[src/rtl/shadowImgPkg.sv]
package shadowImgPkg;
  typedef enum logic [1:0] {ST_IDLE, ST_RD, ST_WR, ST_RESP} seqState_t;
  typedef enum logic [1:0] {OP_LOAD, OP_UPD, OP_LOOK, OP_HOST} opKind_t;
  // strobes from the sequencer to the datapath
  typedef struct packed {
    logic clrSum;
    logic capRd;
    logic finLoad;
    logic wrDone;
  } pathCtl_t;
endpackage

[src/rtl/shadowImgPath.sv]
module shadowImgPath
  import shadowImgPkg::*;
#(
  parameter int WORDS = 64,
  parameter int DW = 16,
  parameter int AW = $clog2(WORDS),
  parameter logic [DW-1:0] SUM_TARGET = 16'hBABA,
  parameter int SIG_WORD = 10,
  parameter int SIG_HI = 15,
  parameter int SIG_W = 2,
  parameter logic [SIG_W-1:0] SIG_OK = 2'b01
) (
  input  logic          clk,
  input  logic          rstN,
  input  pathCtl_t      ctl,
  input  logic [AW-1:0] addr,
  input  logic [DW-1:0] memRdata,
  input  logic [AW-1:0] lkSel,
  output logic [DW-1:0] ckWord,
  output logic          sigValid,
  output logic          lastSumOk,
  output logic [DW-1:0] lkWord
);
  logic [DW-1:0] shadow [WORDS];
  logic [DW-1:0] sumQ;
  logic [DW-1:0] sumNxt;
  logic          sumHit;
  logic          clrSig;

  assign sumNxt = sumQ + memRdata;
  assign sumHit = (sumNxt == SUM_TARGET);
  assign ckWord = SUM_TARGET - sumQ;
  assign clrSig = ctl.wrDone || (ctl.finLoad && !sumHit);
  assign sigValid = (shadow[SIG_WORD][SIG_HI -: SIG_W] == SIG_OK);
  assign lkWord = shadow[lkSel];

  always_ff @(posedge clk) begin
    if (!rstN) begin
      sumQ <= '0;
      lastSumOk <= 1'b0;
    end else begin
      if (ctl.clrSum) sumQ <= '0;
      else if (ctl.capRd) sumQ <= sumNxt;
      if (ctl.finLoad) lastSumOk <= sumHit;
    end
  end

  always_ff @(posedge clk) begin
    if (!rstN) begin
      for (int i = 0; i < WORDS; i++) shadow[i] <= '0;
    end else begin
      if (ctl.capRd) shadow[addr] <= memRdata;
      if (clrSig) shadow[SIG_WORD][SIG_HI -: SIG_W] <= '0;
    end
  end

  // a failing fetch leaves the cached signature invalid
  a_r3_bad_sum_clears: assert property (@(posedge clk) disable iff (!rstN)
    (ctl.finLoad && !sumHit) |=> !sigValid);
  // the flag follows the completed fetch's comparison
  a_r2_flag_follows: assert property (@(posedge clk) disable iff (!rstN)
    (ctl.finLoad && sumHit) |=> lastSumOk);
endmodule

[src/rtl/shadowImgCtrl.sv]
module shadowImgCtrl
  import shadowImgPkg::*;
#(
  parameter int WORDS = 64,
  parameter int DW = 16,
  parameter int AW = $clog2(WORDS)
) (
  input  logic          clk,
  input  logic          rstN,
  input  logic          loadReq,
  input  logic          updReq,
  input  logic          wrReq,
  input  logic [AW-1:0] wrAddr,
  input  logic [DW-1:0] wrData,
  input  logic          lkReq,
  input  logic [AW:0]   lkIdx,
  input  logic          memAck,
  input  logic          sigValid,
  input  logic [DW-1:0] ckWord,
  output logic          memReq,
  output logic          memWe,
  output logic [AW-1:0] memAddr,
  output logic [DW-1:0] memWdata,
  output logic          busy,
  output logic          wrAck,
  output logic          lkAck,
  output logic [AW-1:0] addrOut,
  output pathCtl_t      ctl
);
  localparam logic [AW-1:0] A_LAST = AW'(WORDS - 1);
  localparam logic [AW-1:0] A_PEN = AW'(WORDS - 2);
  localparam logic [AW:0] IDX_LIM = (AW+1)'(WORDS);

  seqState_t stateQ, stateD;
  opKind_t opQ, opD;
  logic [AW-1:0] addrQ, addrD;
  logic [AW-1:0] lastAddr;
  logic idxInRange;

  assign lastAddr = (opQ == OP_UPD) ? A_PEN : A_LAST;
  assign idxInRange = (lkIdx < IDX_LIM);

  always_comb begin
    stateD = stateQ;
    opD = opQ;
    addrD = addrQ;
    ctl = '0;
    case (stateQ)
      ST_IDLE: begin
        if (updReq) begin
          opD = OP_UPD; addrD = '0; ctl.clrSum = 1'b1; stateD = ST_RD;
        end else if (loadReq) begin
          opD = OP_LOAD; addrD = '0; ctl.clrSum = 1'b1; stateD = ST_RD;
        end else if (wrReq) begin
          opD = OP_HOST; stateD = ST_WR;
        end else if (lkReq) begin
          if (!idxInRange || sigValid) stateD = ST_RESP;
          else begin
            opD = OP_LOOK; addrD = '0; ctl.clrSum = 1'b1; stateD = ST_RD;
          end
        end
      end
      ST_RD: begin
        if (memAck) begin
          ctl.capRd = 1'b1;
          if (addrQ == lastAddr) begin
            if (opQ == OP_UPD) begin
              stateD = ST_WR; addrD = A_LAST;
            end else begin
              ctl.finLoad = 1'b1;
              stateD = (opQ == OP_LOOK) ? ST_RESP : ST_IDLE;
            end
          end else begin
            addrD = addrQ + 1'b1;
          end
        end
      end
      ST_WR: begin
        if (memAck) begin
          ctl.wrDone = 1'b1; stateD = ST_IDLE;
        end
      end
      ST_RESP: stateD = ST_IDLE;
      default: stateD = ST_IDLE;
    endcase
  end

  always_ff @(posedge clk) begin
    if (!rstN) begin
      stateQ <= ST_IDLE;
      opQ <= OP_LOAD;
      addrQ <= '0;
    end else begin
      stateQ <= stateD;
      opQ <= opD;
      addrQ <= addrD;
    end
  end

  assign memReq = (stateQ == ST_RD) || (stateQ == ST_WR);
  assign memWe = (stateQ == ST_WR);
  assign memAddr = (opQ == OP_HOST) ? wrAddr : addrQ;
  assign memWdata = (opQ == OP_HOST) ? wrData : ckWord;
  assign busy = (stateQ == ST_RD) || (stateQ == ST_WR && opQ == OP_UPD);
  assign wrAck = (stateQ == ST_WR) && (opQ == OP_HOST) && memAck;
  assign lkAck = (stateQ == ST_RESP);
  assign addrOut = addrQ;

  // a pending access holds its request and address
  a_r1_hold: assert property (@(posedge clk) disable iff (!rstN)
    (memReq && !memAck) |=> (memReq && $stable(memAddr) && $stable(memWe)));
  // reads inside one fetch step upward by one
  a_r1_ascend: assert property (@(posedge clk) disable iff (!rstN)
    (stateQ == ST_RD && memAck && addrQ != lastAddr) |=> (memAddr == $past(memAddr) + 1'b1));
  // the checksum write targets the last word
  a_r4_ck_addr: assert property (@(posedge clk) disable iff (!rstN)
    (memWe && opQ == OP_UPD) |-> (memAddr == A_LAST));
  // no lookup answer while a fetch or update runs
  a_r9_busy_no_answer: assert property (@(posedge clk) disable iff (!rstN)
    busy |-> !lkAck);
endmodule

[src/rtl/shadowImageLoader.sv]
module shadowImageLoader
  import shadowImgPkg::*;
#(
  parameter int WORDS = 64,
  parameter int DW = 16,
  parameter int AW = $clog2(WORDS),
  parameter logic [DW-1:0] SUM_TARGET = 16'hBABA,
  parameter int SIG_WORD = 10,
  parameter int SIG_HI = 15,
  parameter int SIG_W = 2,
  parameter logic [SIG_W-1:0] SIG_OK = 2'b01
) (
  input  logic          clk,
  input  logic          rstN,
  input  logic          loadReq,
  input  logic          updReq,
  output logic          busy,
  output logic          imgValid,
  output logic          lastSumOk,
  input  logic          wrReq,
  input  logic [AW-1:0] wrAddr,
  input  logic [DW-1:0] wrData,
  output logic          wrAck,
  input  logic          lkReq,
  input  logic [AW:0]   lkIdx,
  output logic          lkAck,
  output logic [DW-1:0] lkData,
  output logic          memReq,
  output logic          memWe,
  output logic [AW-1:0] memAddr,
  output logic [DW-1:0] memWdata,
  input  logic          memAck,
  input  logic [DW-1:0] memRdata
);
  localparam logic [AW:0] IDX_LIM = (AW+1)'(WORDS);

  pathCtl_t ctl;
  logic [AW-1:0] seqAddr;
  logic [DW-1:0] ckWord;
  logic [DW-1:0] lkWord;
  logic sigValid;

  shadowImgCtrl #(.WORDS(WORDS), .DW(DW), .AW(AW)) uCtrl (
    .clk(clk), .rstN(rstN), .loadReq(loadReq), .updReq(updReq),
    .wrReq(wrReq), .wrAddr(wrAddr), .wrData(wrData),
    .lkReq(lkReq), .lkIdx(lkIdx), .memAck(memAck), .sigValid(sigValid),
    .ckWord(ckWord), .memReq(memReq), .memWe(memWe), .memAddr(memAddr),
    .memWdata(memWdata), .busy(busy), .wrAck(wrAck), .lkAck(lkAck),
    .addrOut(seqAddr), .ctl(ctl)
  );

  shadowImgPath #(.WORDS(WORDS), .DW(DW), .AW(AW), .SUM_TARGET(SUM_TARGET),
                  .SIG_WORD(SIG_WORD), .SIG_HI(SIG_HI), .SIG_W(SIG_W),
                  .SIG_OK(SIG_OK)) uPath (
    .clk(clk), .rstN(rstN), .ctl(ctl), .addr(seqAddr), .memRdata(memRdata),
    .lkSel(lkIdx[AW-1:0]), .ckWord(ckWord), .sigValid(sigValid),
    .lastSumOk(lastSumOk), .lkWord(lkWord)
  );

  assign imgValid = sigValid;
  assign lkData = (lkAck && (lkIdx < IDX_LIM) && sigValid) ? lkWord : '0;

  // any completed write leaves the image invalid
  a_r5_write_invalidates: assert property (@(posedge clk) disable iff (!rstN)
    (memAck && memWe) |=> !imgValid);
  // out-of-range lookups answer zero
  a_r8_oob_zero: assert property (@(posedge clk) disable iff (!rstN)
    (lkAck && lkIdx >= IDX_LIM) |-> (lkData == '0));
  // an invalid image never returns a nonzero word
  a_r7_invalid_zero: assert property (@(posedge clk) disable iff (!rstN)
    (lkAck && !imgValid) |-> (lkData == '0));
endmodule

[config.mk]
export PLATFORM = sky130hd
export DESIGN_NAME = shadowImageLoader
export DESIGN_NICKNAME = d
export VERILOG_FILES = /design/src/rtl/shadowImgPkg.sv /design/src/rtl/shadowImgPath.sv /design/src/rtl/shadowImgCtrl.sv /design/src/rtl/shadowImageLoader.sv
export SDC_FILE = /design/constraint.sdc
export NUM_CORES = 2
export LEC_CHECK = 0
export BUFFER_PORTS_ARGS = -buffer_cell sky130_fd_sc_hd__buf_2
export CORE_MARGIN = 1.5
export CORE_UTILIZATION = 57
export DETAILED_ROUTE_END_ITERATION = 8
export GPL_ROUTABILITY_DRIVEN = 1
export MAX_ROUTING_LAYER = met4
export PLACE_DENSITY = 0.76
export RECOVER_POWER = 25
export SYNTH_ARGS = -nofsm -noshare
export SYNTH_HDL_FRONTEND = slang
export SYNTH_SLANG_ARGS = --single-unit
export TNS_END_PERCENT = 20
[constraint.sdc]
create_clock -name clk -period 3.48 [get_ports clk]
set_input_delay 0.348 -clock clk [delete_from_list [all_inputs] [get_ports clk]]
set_output_delay 0.348 -clock clk [all_outputs]
set_load 0.1 [all_outputs]
==> run summary <==
Filler cells: 5,725
Crit Path Class: reg -> out
worst IR drop on VDD: 430 uV
Final setup violation count: 16
Distinct cells, synth: 59
critical path capture point type: primary output
Synthesis Warnings: 0
total number of vias: 29,373
CTS Buf Count: 104
Pre-antenna DRT Iters: 5
Rel. slew slack: 6.53%
status: finished, violations left
Non-Filler Instances: 4,554
post-DP HPWL: 86,400 um
Area after DPL: 0.0519 mm^2
Placed Cells: 4,348
Cell Pwr Density: 528 mW/mm^2
synthesized area per cell: 15.3 um^2
Crit Path Max Fanout: 1
clock latency on the worst-skew pair: 0.69 ns
row cnt: 107
Total Power: 29.3 mW
ys flop type: edfxtp_1
Mapped Nets: 3,299
pins over their slew limit: 0
# Max-Cap Violations: 0
drt initial violations: 4,252
DR DRC count: 0
final-report hold violation count: 0
Setup Buffers After CTS: 0
Clock Pin Slew Worst Setup and Hold Paths: 0.06 ns
Clock Skew: 0.0436 ns
full die area: 0.0884 mm^2
final cycle utilization of the critical path: 103%
post-synthesis cell count: 3,222
final core utilization: 64.8%
Fmax: 280 MHz
Port Buffers: 96
grt total ovfl: 0
EDFF count, synth: 1,024
initial core utilization: 57.7%
Final nets: 3,389
Die X: 297 um
RSZ-0062 raised after global routing: yes
first-pass GRT wire length: 199,000 um
RD Place Congestion: 0.948
data required time of the worst path: 3.13 ns
TritonCTS Sinks: 1,051
post-route ant nets: 0
H-tree depth: 3
wire per inst: 29.9 um
Max Buffers Root-to-Sink: 3
post-synthesis sequential area ratio: 63.3%
min cycle time layout: 3.58 ns
Worst Hold Class: in -> reg
Core ar.: 0.0855 mm^2
commonest cells after routing, fill and taps aside: 1,024 x edfxtp_1, 930 x and2_1, 336 x mux4_2
layout cells sized above 1: 22.6%
LEAKAGE: 19.5 nW
largest net degree at the start of global routing: 66
CTS tree: yes
gr usage total: 32.0%
Die Span Y: 297 um
CP Launch Type: flip-flop
initial antenna violation count: 8
Root Buffer: clkbuf_16
commonest non-fill, non-tap cell in the layout: edfxtp_1
# IOs: 97
fin area: 0.0554 mm^2
crit path DAT: 3.23 ns
Post-Route WL: 136,000 um
vias in the first global route: 28,823
Synth async-reset ratio: 0%
slack of the critical path: -0.0964 ns
Post-Syn Area: 0.0494 mm^2
Via density: 6.45
Tightest Pin Transition: 1.40 ns
Synth-to-Final Area Change: 12.1%
failing checks: setup timing
Yosys reg bits: 1,051
per-stage QoR:
stage	worst slack, ns	hold slack (ns)	setup TNS (ns)
6_report	-0.0964	0.0523	-0.722
5_1_grt	-0.0876	0.0661	-2.02
4_1_cts	-0.0527	0.0282	-0.518
3_5_place_dp	-0.00802	0.495	-0.00901
3_3_place_gp	-0.0402	0.489	-0.0420
2_1_floorplan	-0.442	0.465	-2.47
sequential cells by signal, indices dropped and copies added (netlist names):
signal / cells
uCtrl.addrOut: 6
uCtrl.opQ: 2
uCtrl.stateQ: 2
uPath.lastSumOk: 1
uPath.shadow: 1024
uPath.sumQ: 16
timing repair:
item / in CTS / in global routing
pin swaps: 0 / 1
resized for setup: 48 / 13
setup endpoints to repair: 16 / 37
hold endpoints to repair: 1 / 0
hold buffers: 2 / 0
layer usage:
| layer | up-vias | GRT usage (%) | wire (um) |
|---|---|---|---|
| met3 | 255 | 8.92 | 17700 |
| met5 | - | - | 0 |
| met4 | 0 | 10.8 | 4710 |
| met2 | 1900 | 47.6 | 63500 |
| li1 | 12104 | - | - |
| met1 | 15114 | 42.9 | 50000 |
critical path: stages (launching register included):
cell	delay [ns]
edfxtp_1	0.38
mux4_2	0.55
mux4_2	0.58
mux4_2	0.60
nor2b_1	0.20
buf_6	0.24
power breakdown:
part	internal, mW	leakage (nW)	switching (mW)
Combinational	1.17	7.72	2.16
Sequential	14.5	10.1	0.258
Clock	6.35	1.63	4.84
Total	22.0	19.5	7.26
area by class of cell:
class / instances / area (um^2) / share of cell area [%]
sequential: 1051 / 31300 / 56.5
inverter: 16 / 60.1 / 0.108
antenna: 10 / 25.0 / 0.0452
multi-input combinational: 1844 / 16900 / 30.5
timing repair buffer: 295 / 2350 / 4.24
clock buffer: 135 / 2760 / 4.98
tap: 1144 / 1430 / 2.58
clock inverter: 59 / 597 / 1.08
path summary, 6_finish.rpt:
check / slack, ns / end / startpoint / cells past startpoint
setup / recovery: -0.1 / lkData[8] / uPath.shadow[22][8] / 5
hold / removal: 0.05 / uCtrl.opQ[1] / wrReq / 3
setup reg to reg: 0.02 / uPath.shadow[37][2] / uCtrl.stateQ[1] / 8
hold reg to reg: 0.50 / uCtrl.opQ[1] / uCtrl.opQ[1] / 2
Yosys cell counts, types with 9 or more instances:
cell | instances | area (um^2)
and3_1 | 41 | 257
ha_1 | 24 | 300
a21oi_1 | 35 | 175
nor2_1 | 86 | 323
dfxtp_1 | 27 | 541
buf_2 | 27 | 135
clkbuf_1 | 249 | 935
nor2b_1 | 24 | 150
xor2_1 | 9 | 78.8
inv_1 | 16 | 60.1
mux4_2 | 336 | 7570
nand2_1 | 54 | 203
edfxtp_1 | 1024 | 30700
xnor2_1 | 17 | 149
nand3_1 | 10 | 50.1
nor3_1 | 9 | 45.0
and2_1 | 997 | 6240
o21ai_0 | 104 | 521
buf_1 | 34 | 128
logic make-up (layout without fill, tap and decap cells):
kind of cell	after synthesis	after routing	synth area share [%]
and+or+nand+nor	1255	1255	15.2
xor gates and xnor gates	26	26	0.461
AOI/OAI and AO/OA	192	192	2.27
muxes	346	346	15.5
adders and majority gates	25	25	0.648
other	0	10	0
buffers and inverters	327	505	2.57
DFF	1051	1051	63.3
No activity file was read; power rests on OpenSTA's default activity.
